## config.mk

```make
export PLATFORM = sky130hd
export DESIGN_NAME = dsi_vtg
export DESIGN_NICKNAME = d
export VERILOG_FILES = /design/src/rtl/dsi_vtg_pkg.sv /design/src/rtl/dsi_vtg_div.sv /design/src/rtl/dsi_vtg_cfg.sv /design/src/rtl/dsi_vtg_cnt.sv /design/src/rtl/dsi_vtg.sv
export SDC_FILE = /design/constraint.sdc
export NUM_CORES = 2
export LEC_CHECK = 0
export ABC_AREA = 1
export BUFFER_PORTS_ARGS = -buffer_cell sky130_fd_sc_hd__buf_2
export CAP_MARGIN = 20
export CORE_ASPECT_RATIO = 0.6
export CORE_MARGIN = 1
export CORE_UTILIZATION = 50
export DETAILED_ROUTE_END_ITERATION = 8
export GPL_ROUTABILITY_DRIVEN = 0
export MAX_ROUTING_LAYER = met4
export PLACE_DENSITY = 0.73
export SLEW_MARGIN = 20
export SYNTH_ARGS = -nofsm -noshare
export SYNTH_HDL_FRONTEND = slang
export SYNTH_SLANG_ARGS = --single-unit
```

## constraint.sdc

```tcl
create_clock -name clk_i -period 6.3 [get_ports clk_i]
set_input_delay 0.63 -clock clk_i [delete_from_list [all_inputs] [get_ports clk_i]]
set_output_delay 0.63 -clock clk_i [all_outputs]
set_load 0.005 [all_outputs]
```

## src/rtl/dsi_vtg_pkg.sv

```systemverilog
package dsi_vtg_pkg;
  typedef enum logic [1:0] {
    PH_SYNC   = 2'd0,
    PH_BACK   = 2'd1,
    PH_ACTIVE = 2'd2,
    PH_FRONT  = 2'd3
  } phase_e;

  typedef enum logic [1:0] {
    CS_IDLE = 2'd0,
    CS_CONV = 2'd1,
    CS_RUN  = 2'd2,
    CS_ERR  = 2'd3
  } cfg_state_e;
endpackage

```

## src/rtl/dsi_vtg_div.sv

```systemverilog
// Radix-2 restoring divider, quotient rounded up.
module dsi_vtg_div #(
  parameter int NUM_W = 32,
  parameter int DEN_W = 24
) (
  input  logic             clk_i,
  input  logic             rst_ni,
  input  logic             start_i,
  input  logic [NUM_W-1:0] num_i,
  input  logic [DEN_W-1:0] den_i,
  output logic             done_o,
  output logic [NUM_W-1:0] quot_o
);
  localparam int CNT_W = $clog2(NUM_W + 1);
  localparam int PW    = NUM_W + DEN_W;
  localparam logic [CNT_W-1:0] CNT_ONE  = CNT_W'(1);
  localparam logic [CNT_W-1:0] CNT_INIT = CNT_W'(NUM_W);
  localparam logic [NUM_W-1:0] Q_ONE    = NUM_W'(1);

  logic [NUM_W-1:0] sh_q, quo_q, num_q;
  logic [DEN_W-1:0] den_q, rem_q;
  logic [CNT_W-1:0] cnt_q;
  logic             busy_q;
  logic [DEN_W:0]   trial;
  logic             take;

  assign trial = {rem_q, sh_q[NUM_W-1]};
  assign take  = trial >= {1'b0, den_q};

  always_ff @(posedge clk_i or negedge rst_ni) begin
    if (!rst_ni) begin
      sh_q   <= '0;
      quo_q  <= '0;
      num_q  <= '0;
      den_q  <= '0;
      rem_q  <= '0;
      cnt_q  <= '0;
      busy_q <= 1'b0;
      done_o <= 1'b0;
    end else if (start_i) begin
      sh_q   <= num_i;
      num_q  <= num_i;
      den_q  <= den_i;
      quo_q  <= '0;
      rem_q  <= '0;
      cnt_q  <= CNT_INIT;
      busy_q <= 1'b1;
      done_o <= 1'b0;
    end else if (busy_q) begin
      rem_q <= take ? DEN_W'(trial - {1'b0, den_q}) : trial[DEN_W-1:0];
      quo_q <= {quo_q[NUM_W-2:0], take};
      sh_q  <= {sh_q[NUM_W-2:0], 1'b0};
      cnt_q <= cnt_q - CNT_ONE;
      if (cnt_q == CNT_ONE) begin
        busy_q <= 1'b0;
        done_o <= 1'b1;
      end
    end else begin
      done_o <= 1'b0;
    end
  end

  assign quot_o = quo_q + NUM_W'(rem_q != '0);

  logic [PW-1:0] prod_hi, prod_lo, num_ext;
  assign prod_hi = PW'(quot_o) * PW'(den_q);
  assign prod_lo = PW'(quot_o - Q_ONE) * PW'(den_q);
  assign num_ext = PW'(num_q);

  // quotient is the smallest value whose product covers the numerator
  p_ceil_quot_r2: assert property (@(posedge clk_i) disable iff (!rst_ni)
    done_o |-> (prod_hi >= num_ext) && ((quot_o == '0) || (prod_lo < num_ext)));
endmodule

```

## src/rtl/dsi_vtg_cfg.sv

```systemverilog
module dsi_vtg_cfg
  import dsi_vtg_pkg::*;
#(
  parameter int PX_W     = 12,
  parameter int LN_W     = 12,
  parameter int RATE_W   = 21,
  parameter int PCLK_W   = 21,
  parameter int MAX_RATE = 1500000,
  parameter int NUM_W    = PX_W + 1 + RATE_W,
  parameter int DEN_W    = PCLK_W + 3
) (
  input  logic              clk_i,
  input  logic              rst_ni,
  input  logic              load_i,
  input  logic [PX_W-1:0]   h_active_i,
  input  logic [PX_W-1:0]   h_blank_i,
  input  logic [PX_W-1:0]   h_sync_off_i,
  input  logic [PX_W-1:0]   h_sync_wid_i,
  input  logic [LN_W-1:0]   v_active_i,
  input  logic [LN_W-1:0]   v_blank_i,
  input  logic [LN_W-1:0]   v_sync_off_i,
  input  logic [LN_W-1:0]   v_sync_wid_i,
  input  logic [PCLK_W-1:0] pclk_i,
  input  logic [RATE_W-1:0] lane_rate_i,
  output logic              cfg_valid_o,
  output logic              cfg_err_o,
  output logic [NUM_W-1:0]  ht_cyc_o,
  output logic [NUM_W-1:0]  hsa_cyc_o,
  output logic [NUM_W-1:0]  hbp_cyc_o,
  output logic [NUM_W-1:0]  hac_cyc_o,
  output logic [LN_W-1:0]   vsa_o,
  output logic [LN_W-1:0]   vbp_o,
  output logic [LN_W-1:0]   vac_o,
  output logic [LN_W:0]     vt_o
);
  localparam logic [RATE_W-1:0] RATE_LIM = RATE_W'(MAX_RATE);

  cfg_state_e       st_q;
  logic [1:0]       idx_q;
  logic             div_start_q;
  logic [PX_W:0]    htot_px_q;
  logic [PX_W-1:0]  hsa_px_q, hbp_px_q, hac_px_q;
  logic [RATE_W-1:0] rate_q;
  logic [PCLK_W-1:0] pclk_q;

  // load-time checks
  logic [PX_W:0] h_need, h_tot;
  logic [LN_W:0] v_need, v_tot;
  logic          bad_h, bad_v, bad_rate, bad_clk, bad;

  assign h_need   = {1'b0, h_sync_off_i} + {1'b0, h_sync_wid_i};
  assign h_tot    = {1'b0, h_active_i} + {1'b0, h_blank_i};
  assign v_need   = {1'b0, v_sync_off_i} + {1'b0, v_sync_wid_i};
  assign v_tot    = {1'b0, v_active_i} + {1'b0, v_blank_i};
  assign bad_h    = (h_need > {1'b0, h_blank_i}) || (h_tot == '0);
  assign bad_v    = (v_need > {1'b0, v_blank_i}) || (v_tot == '0);
  assign bad_rate = (lane_rate_i == '0) || (lane_rate_i >= RATE_LIM);
  assign bad_clk  = (pclk_i == '0);
  assign bad      = bad_h || bad_v || bad_rate || bad_clk;

  // shared divider, one span at a time
  logic [PX_W:0]      px_sel;
  logic [NUM_W-1:0]   div_num, div_quot;
  logic [DEN_W-1:0]   div_den;
  logic               div_done;

  always_comb begin
    unique case (idx_q)
      2'd0:    px_sel = htot_px_q;
      2'd1:    px_sel = {1'b0, hsa_px_q};
      2'd2:    px_sel = {1'b0, hbp_px_q};
      default: px_sel = {1'b0, hac_px_q};
    endcase
  end

  assign div_num = NUM_W'(px_sel) * NUM_W'(rate_q);
  assign div_den = {pclk_q, 3'b000};

  dsi_vtg_div #(
    .NUM_W(NUM_W),
    .DEN_W(DEN_W)
  ) div_i (
    .clk_i  (clk_i),
    .rst_ni (rst_ni),
    .start_i(div_start_q),
    .num_i  (div_num),
    .den_i  (div_den),
    .done_o (div_done),
    .quot_o (div_quot)
  );

  always_ff @(posedge clk_i or negedge rst_ni) begin
    if (!rst_ni) begin
      st_q        <= CS_IDLE;
      idx_q       <= 2'd0;
      div_start_q <= 1'b0;
      htot_px_q   <= '0;
      hsa_px_q    <= '0;
      hbp_px_q    <= '0;
      hac_px_q    <= '0;
      rate_q      <= '0;
      pclk_q      <= '0;
      ht_cyc_o    <= '0;
      hsa_cyc_o   <= '0;
      hbp_cyc_o   <= '0;
      hac_cyc_o   <= '0;
      vsa_o       <= '0;
      vbp_o       <= '0;
      vac_o       <= '0;
      vt_o        <= '0;
    end else begin
      div_start_q <= 1'b0;
      if (load_i) begin
        htot_px_q <= h_tot;
        hsa_px_q  <= h_sync_wid_i;
        hbp_px_q  <= h_blank_i - h_sync_off_i - h_sync_wid_i;
        hac_px_q  <= h_active_i;
        rate_q    <= lane_rate_i;
        pclk_q    <= pclk_i;
        vsa_o     <= v_sync_wid_i;
        vbp_o     <= v_blank_i - v_sync_off_i - v_sync_wid_i;
        vac_o     <= v_active_i;
        vt_o      <= v_tot;
        idx_q     <= 2'd0;
        if (bad) begin
          st_q <= CS_ERR;
        end else begin
          st_q        <= CS_CONV;
          div_start_q <= 1'b1;
        end
      end else if (st_q == CS_CONV && div_done && !div_start_q) begin
        unique case (idx_q)
          2'd0:    ht_cyc_o  <= div_quot;
          2'd1:    hsa_cyc_o <= div_quot;
          2'd2:    hbp_cyc_o <= div_quot;
          default: hac_cyc_o <= div_quot;
        endcase
        if (idx_q == 2'd3) begin
          st_q <= CS_RUN;
        end else begin
          idx_q       <= idx_q + 2'd1;
          div_start_q <= 1'b1;
        end
      end
    end
  end

  assign cfg_valid_o = (st_q == CS_RUN);
  assign cfg_err_o   = (st_q == CS_ERR);

  p_err_excl_r1: assert property (@(posedge clk_i) disable iff (!rst_ni)
    !(cfg_err_o && cfg_valid_o));
  p_load_drop_r10: assert property (@(posedge clk_i) disable iff (!rst_ni)
    load_i |=> !cfg_valid_o);
  p_rate_reject_r9: assert property (@(posedge clk_i) disable iff (!rst_ni)
    load_i && (lane_rate_i >= RATE_LIM) |=> cfg_err_o);
endmodule

```

## src/rtl/dsi_vtg_cnt.sv

```systemverilog
module dsi_vtg_cnt
  import dsi_vtg_pkg::*;
#(
  parameter int CYC_W = 32,
  parameter int LN_W  = 12
) (
  input  logic             clk_i,
  input  logic             rst_ni,
  input  logic             run_i,
  input  logic [CYC_W-1:0] ht_i,
  input  logic [CYC_W-1:0] hsa_i,
  input  logic [CYC_W-1:0] hbp_i,
  input  logic [CYC_W-1:0] hac_i,
  input  logic [LN_W-1:0]  vsa_i,
  input  logic [LN_W-1:0]  vbp_i,
  input  logic [LN_W-1:0]  vac_i,
  input  logic [LN_W:0]    vt_i,
  output logic [1:0]       h_phase_o,
  output logic [1:0]       v_phase_o,
  output logic             pixel_window_o,
  output logic             line_start_o,
  output logic             frame_start_o,
  output logic             hsync_start_o,
  output logic             hsync_end_o,
  output logic             vsync_start_o,
  output logic             vsync_end_o
);
  localparam logic [CYC_W-1:0] C_ONE = CYC_W'(1);
  localparam logic [LN_W:0]    L_ONE = (LN_W + 1)'(1);

  logic [CYC_W-1:0] hcnt_q;
  logic [LN_W:0]    vln_q;
  logic             line_end, frame_end;

  assign line_end  = (hcnt_q == ht_i - C_ONE);
  assign frame_end = (vln_q == vt_i - L_ONE);

  always_ff @(posedge clk_i or negedge rst_ni) begin
    if (!rst_ni) begin
      hcnt_q <= '0;
      vln_q  <= '0;
    end else if (!run_i) begin
      hcnt_q <= '0;
      vln_q  <= '0;
    end else if (line_end) begin
      hcnt_q <= '0;
      vln_q  <= frame_end ? '0 : vln_q + L_ONE;
    end else begin
      hcnt_q <= hcnt_q + C_ONE;
    end
  end

  // phase boundaries, widened so sums cannot wrap
  logic [CYC_W+1:0] hb1, hb2, hb3, hpos;
  logic [LN_W+1:0]  vb1, vb2, vb3, vpos;

  assign hb1  = {2'b00, hsa_i};
  assign hb2  = hb1 + {2'b00, hbp_i};
  assign hb3  = hb2 + {2'b00, hac_i};
  assign hpos = {2'b00, hcnt_q};
  assign vb1  = {2'b00, vsa_i};
  assign vb2  = vb1 + {2'b00, vbp_i};
  assign vb3  = vb2 + {2'b00, vac_i};
  assign vpos = {1'b0, vln_q};

  always_comb begin
    h_phase_o = PH_FRONT;
    v_phase_o = PH_FRONT;
    if (run_i) begin
      if (hpos < hb1)      h_phase_o = PH_SYNC;
      else if (hpos < hb2) h_phase_o = PH_BACK;
      else if (hpos < hb3) h_phase_o = PH_ACTIVE;
      if (vpos < vb1)      v_phase_o = PH_SYNC;
      else if (vpos < vb2) v_phase_o = PH_BACK;
      else if (vpos < vb3) v_phase_o = PH_ACTIVE;
    end
  end

  logic hs_on, vs_on;
  assign hs_on = (hsa_i != '0);
  assign vs_on = (vsa_i != '0);

  assign pixel_window_o = (h_phase_o == PH_ACTIVE) && (v_phase_o == PH_ACTIVE);
  assign line_start_o   = run_i && (hcnt_q == '0);
  assign frame_start_o  = line_start_o && (vln_q == '0);
  assign hsync_start_o  = line_start_o && hs_on;
  assign hsync_end_o    = run_i && hs_on && (hcnt_q == hsa_i - C_ONE);
  assign vsync_start_o  = frame_start_o && vs_on;
  assign vsync_end_o    = run_i && vs_on && line_end &&
                          (vln_q == {1'b0, vsa_i} - L_ONE);

  p_hcnt_bound_r2: assert property (@(posedge clk_i) disable iff (!rst_ni)
    run_i |-> (hcnt_q < ht_i));
  p_hphase_order_r3: assert property (@(posedge clk_i) disable iff (!rst_ni)
    run_i && $past(run_i) && !line_start_o |-> h_phase_o >= $past(h_phase_o));
  p_vphase_hold_r4: assert property (@(posedge clk_i) disable iff (!rst_ni)
    run_i && $past(run_i) && !line_start_o |-> $stable(v_phase_o));
  p_hsync_end_in_sync_r6: assert property (@(posedge clk_i) disable iff (!rst_ni)
    hsync_end_o |-> h_phase_o == PH_SYNC);
  p_vsync_end_in_sync_r7: assert property (@(posedge clk_i) disable iff (!rst_ni)
    vsync_end_o |-> v_phase_o == PH_SYNC);
endmodule

```

## src/rtl/dsi_vtg.sv

```systemverilog
module dsi_vtg #(
  parameter int PX_W     = 12,
  parameter int LN_W     = 12,
  parameter int RATE_W   = 21,
  parameter int PCLK_W   = 21,
  parameter int MAX_RATE = 1500000
) (
  input  logic              clk_i,
  input  logic              rst_ni,
  input  logic              load_i,
  input  logic [PX_W-1:0]   h_active_i,
  input  logic [PX_W-1:0]   h_blank_i,
  input  logic [PX_W-1:0]   h_sync_off_i,
  input  logic [PX_W-1:0]   h_sync_wid_i,
  input  logic [LN_W-1:0]   v_active_i,
  input  logic [LN_W-1:0]   v_blank_i,
  input  logic [LN_W-1:0]   v_sync_off_i,
  input  logic [LN_W-1:0]   v_sync_wid_i,
  input  logic [PCLK_W-1:0] pclk_i,
  input  logic [RATE_W-1:0] lane_rate_i,
  output logic              cfg_valid_o,
  output logic              cfg_err_o,
  output logic [1:0]        h_phase_o,
  output logic [1:0]        v_phase_o,
  output logic              pixel_window_o,
  output logic              line_start_o,
  output logic              frame_start_o,
  output logic              hsync_start_o,
  output logic              hsync_end_o,
  output logic              vsync_start_o,
  output logic              vsync_end_o
);
  localparam int NUM_W = PX_W + 1 + RATE_W;
  localparam int DEN_W = PCLK_W + 3;

  logic [NUM_W-1:0] ht_cyc, hsa_cyc, hbp_cyc, hac_cyc;
  logic [LN_W-1:0]  vsa, vbp, vac;
  logic [LN_W:0]    vt;

  dsi_vtg_cfg #(
    .PX_W    (PX_W),
    .LN_W    (LN_W),
    .RATE_W  (RATE_W),
    .PCLK_W  (PCLK_W),
    .MAX_RATE(MAX_RATE),
    .NUM_W   (NUM_W),
    .DEN_W   (DEN_W)
  ) cfg_i (
    .clk_i       (clk_i),
    .rst_ni      (rst_ni),
    .load_i      (load_i),
    .h_active_i  (h_active_i),
    .h_blank_i   (h_blank_i),
    .h_sync_off_i(h_sync_off_i),
    .h_sync_wid_i(h_sync_wid_i),
    .v_active_i  (v_active_i),
    .v_blank_i   (v_blank_i),
    .v_sync_off_i(v_sync_off_i),
    .v_sync_wid_i(v_sync_wid_i),
    .pclk_i      (pclk_i),
    .lane_rate_i (lane_rate_i),
    .cfg_valid_o (cfg_valid_o),
    .cfg_err_o   (cfg_err_o),
    .ht_cyc_o    (ht_cyc),
    .hsa_cyc_o   (hsa_cyc),
    .hbp_cyc_o   (hbp_cyc),
    .hac_cyc_o   (hac_cyc),
    .vsa_o       (vsa),
    .vbp_o       (vbp),
    .vac_o       (vac),
    .vt_o        (vt)
  );

  dsi_vtg_cnt #(
    .CYC_W(NUM_W),
    .LN_W (LN_W)
  ) cnt_i (
    .clk_i         (clk_i),
    .rst_ni        (rst_ni),
    .run_i         (cfg_valid_o),
    .ht_i          (ht_cyc),
    .hsa_i         (hsa_cyc),
    .hbp_i         (hbp_cyc),
    .hac_i         (hac_cyc),
    .vsa_i         (vsa),
    .vbp_i         (vbp),
    .vac_i         (vac),
    .vt_i          (vt),
    .h_phase_o     (h_phase_o),
    .v_phase_o     (v_phase_o),
    .pixel_window_o(pixel_window_o),
    .line_start_o  (line_start_o),
    .frame_start_o (frame_start_o),
    .hsync_start_o (hsync_start_o),
    .hsync_end_o   (hsync_end_o),
    .vsync_start_o (vsync_start_o),
    .vsync_end_o   (vsync_end_o)
  );
endmodule

```

==> flow_summary.yaml <==
outcome:
  outcome: "completed"
setup_path:
  critPathSlowestCell: "fa_2"
  r2r_start: "cfg_i.idx_q[1]"
  max_stage_delay_ns: 0.59
  cp.arrival_ns: 6.76
  cpMostUsedCell: "buf_4"
  timing.rr.end: "cfg_i.div_i.sh_q[33]"
  worst_setup_path_end_kind: "register"
  crit_required_ns: 6.80
  cp_top_family: "adder cells"
  reg2reg_depth: 28
  ff2ff_setup_slack_ns: 0.04
  worst-path-buf-inv: 8
  worstSetupStartpointType: "register"
  cp_max_fo: 7
  criticalPathCategory: "register to register"
floorplanning:
  initial_core_util: 0.5056
  fp.dieW_um: 386.6
  die_h_um: 232.7
  row_count: 84
  fp.coreArea_um2: 87760
  ios: 154
  die_area_um2: 89970
run:
  drv_cap: 0
clock_network:
  numClockSinks: 449
  cts_tree: "done"
  clockBufferDepth: 3
  clkLatencyLatePin_ns: 0.63
  clockRootBuffer: "clkbuf_16"
  h-tree-depth: 2
  cts_buffers: 49
  clkSlewWorstSetupHoldPaths_ns: 0.07
cells_and_area:
  seqCellArea_um2: 11240
  nets: 7019
  synthToLayoutAreaGrowth_pct: 12.85
  final_core_util: 0.5706
  multiInputGateArea_um2: 30160
  final_area_um2: 50070
  drive_gt1_frac: 0.1039
  fill_cells: 7932
timing:
  max_freq_mhz: 159.6
  setup_viol: 0
  drv_slew: 0
  setup_slack_ns: 0.03570
  fin_crit_sh: 0.9943
  whs_ns: 0.2244
  rsz0062_at_grt: "true"
  hold_violations: 0
  finClkSkew_ns: 0.03461
  slew_headroom: 0.2565
  fin_crit_ns: 6.264
  worst_pin_slew_ns: 1.114
logic_synthesis:
  synth_edf_count: 0
  synth_xor_area_frac: 0.06948
  netlist_area_um2: 44370
  synth_fp_nets: 6805
  synth-simple-area-share: 0.2293
  synth_compound_area_frac: 0.1204
  synthMuxAreaShare: 0
  async_flop_share: 1.000
  synth_fa_ha_area_frac: 0.2397
  synth_cells: 5958
  avgSynthCellArea_um2: 7.447
  ys.flop_type: "dfrtp_1"
  ys_warn_count: 0
  synth_top_family_by_area: "adder cells"
  ys_seq_area_frac: 0.2532
  ys_types: 57
  ys_seq_elements: 449
power_and_ir_drop:
  swShare: 0.4827
  p_comb_frac: 0.690
  p_clk_frac: 0.140
  p_int_mw: 11.38
  p_per_area_nw_per_um2: 439.5
  p_switching_mw: 10.62
  power.total_mw: 22.01
  share_seq_of_total_power: 0.169
  p_leak_nw: 25.85
  vdd_drop_max_v: 0.0009604
min_path:
  holdPathStages: 3
  min_to: "cfg_i.pclk_q[14]"
  hold_path.class: "input pin to register"
  worstHoldStart: "pclk_i[14]"
drt:
  wl_mm: 135.5
  via_per_inst: 5.615
  dr.pass1.iters: 8
  final_antenna_net_count: 0
  avgRoutedWirePerCell_um: 18.37
  vias: 41400
  drc: 0
  drt_iter0_markers: 4759
grt:
  grtUsageTotal: 0.3029
  grt_max_degree: 164
  grt_pass1_wl_mm: 209.0
  grt_pass1_vias: 37610
  antenna_found_initial: 2
  grt_overflow: 0
place:
  dp_hpwl_mm: 107.9
  dp_slack_ns: -0.2177
  dpl_cell_area_um2: 47070
  numPortBuffers: 153
-- power by group through the flow --
| stage | combinational [mW] | clock [mW] | sequential, mW |
|---|---|---|---|
| after floorplan | 8.76 | 0 | 3.63 |
| after global placement | 13.1 | 0 | 3.75 |
| after detailed placement | 13.4 | 0 | 3.76 |
| after CTS | 13.5 | 3.13 | 3.71 |
| after global routing | 16.8 | 3.24 | 3.78 |
| final | 15.2 | 3.08 | 3.73 |
-- Yosys cell counts (4+ instances only) --
cell type	n	area (µm²)
a211oi_1	8	60.06
a21boi_0	5	37.54
a21o_1	26	195.2
a21oi_1	343	1717
a221oi_1	6	52.55
a31oi_1	14	87.58
buf_1	10	37.54
buf_2	5	25.02
clkbuf_1	135	506.7
clkinv_1	16	60.06
dfrtp_1	449	11240
fa_1	240	4805
ha_1	466	5831
inv_1	854	3206
inv_2	6	22.52
nand2_1	1474	5533
nand2_2	4	25.02
nand3_1	214	1071
nand3b_1	8	60.06
nand4_1	78	488.0
nor2_1	515	1933
nor2_2	9	56.30
nor3_1	87	435.4
nor3_2	4	40.04
nor4_1	40	250.2
o211ai_1	40	300.3
o21a_1	14	105.1
o21ai_0	371	1857
o21ai_1	5	25.02
o21bai_1	32	240.2
o221ai_1	23	201.4
o22ai_1	42	262.8
o31ai_1	7	52.55
or2_2	16	100.1
xnor2_1	97	849.6
xor2_1	255	2233
-- worst min-delay path: stages --
cell	delay (ns)
buf_2	0.09
nand2_1	0.04
nand2_1	0.05
-- routing by layer --
layer	track usage	wire, µm	vias up
li1	-	-	19610
met1	0.4785	65140	19450
met2	0.3757	49280	2182
met3	0.07785	18570	160
met4	0.05677	2501	0
met5	-	0	-
-- cells in the final DEF (no fill, tap or decap), types with 26 or more instances in the layout --
cell and n:
a21o_1 26, a21oi_1 311, a21oi_2 31, buf_2 151
buf_4 143, clkbuf_16 51, dfrtp_1 442, fa_1 224
ha_1 431, inv_1 845, nand2_1 1455, nand3_1 210
nand4_1 78, nor2_1 500, nor3_1 83, nor4_1 38
o211ai_1 40, o21ai_0 343, o22ai_1 42, xnor2_1 94
xor2_1 246
-- flip-flops by register name, indices dropped and copies added (netlist names), 13 cells and up --
name / count
cfg_i.htot_px_q: 13
cnt_i.hcnt_q: 34
cfg_i.hac_cyc_o: 34
cfg_i.div_i.sh_q: 34
cfg_i.vt_o: 13
cnt_i.vln_q: 13
cfg_i.div_i.den_q: 21
cfg_i.ht_cyc_o: 34
cfg_i.hsa_cyc_o: 34
cfg_i.div_i.quo_q: 34
cfg_i.rate_q: 21
cfg_i.div_i.rem_q: 24
cfg_i.hbp_cyc_o: 34
cfg_i.pclk_q: 21
-- worst max path at each step --
| stage | from | endpoint | slack, ns | cells past startpoint |
|---|---|---|---|---|
| 3_5_place_dp | cfg_i.idx_q[0] | cfg_i.div_i.sh_q[31] | -0.22 | 25 |
| 3_3_place_gp | cfg_i.idx_q[0] | cfg_i.div_i.sh_q[31] | -0.18 | 25 |
| 5_1_grt | cfg_i.hsa_cyc_o[0] | h_phase_o[0] | -0.24 | 32 |
| 4_1_cts | cfg_i.hsa_cyc_o[0] | h_phase_o[0] | -0.01 | 33 |
| 6_report | cfg_i.idx_q[1] | cfg_i.div_i.sh_q[33] | 0.04 | 28 |
| 2_1_floorplan | cfg_i.idx_q[0] | cfg_i.div_i.sh_q[23] | 0.1 | 28 |
-- cell families (layout without fill, tap and decap cells) --
kind of cell | Yosys count | after routing
other | 0 | 3
and+or+nand+nor | 2469 | 2469
DFF | 449 | 449
AOI/OAI and AO/OA | 952 | 952
adders and majority gates | 706 | 706
xor gates and xnor gates | 352 | 352
buffers and inverters | 1030 | 1282
-- final cells by class --
type | count | area share
Tap cell | 1161 | 0.02901
Clock inverter | 27 | 0.006272
Multi-Input combinational cell | 4479 | 0.6023
Inverter | 876 | 0.06647
Antenna cell | 3 | 0.0001499
Clock buffer | 62 | 0.02706
Sequential cell | 449 | 0.2246
Timing Repair Buffer | 317 | 0.04413
-- stage by stage --
step	cells	setup TNS, ns
floorplan	5958	0
global placement	7243	-0.8113
detailed placement	7243	-2.137
CTS	7339	-0.01036
global route	7373	-1.423
finish	7374	0
-- what timing repair did --
action / in CTS / in global routing
buffers inserted: 6 / 30
resized for setup: 49 / 214
hold buffers: 1 / 0
pin swaps: 25 / 114
endpoints found under the setup margin: 21 / 24
gates cloned: 0 / 2
endpoints found under the hold margin: 31 / 0
(Power assumes the default switching activity.)
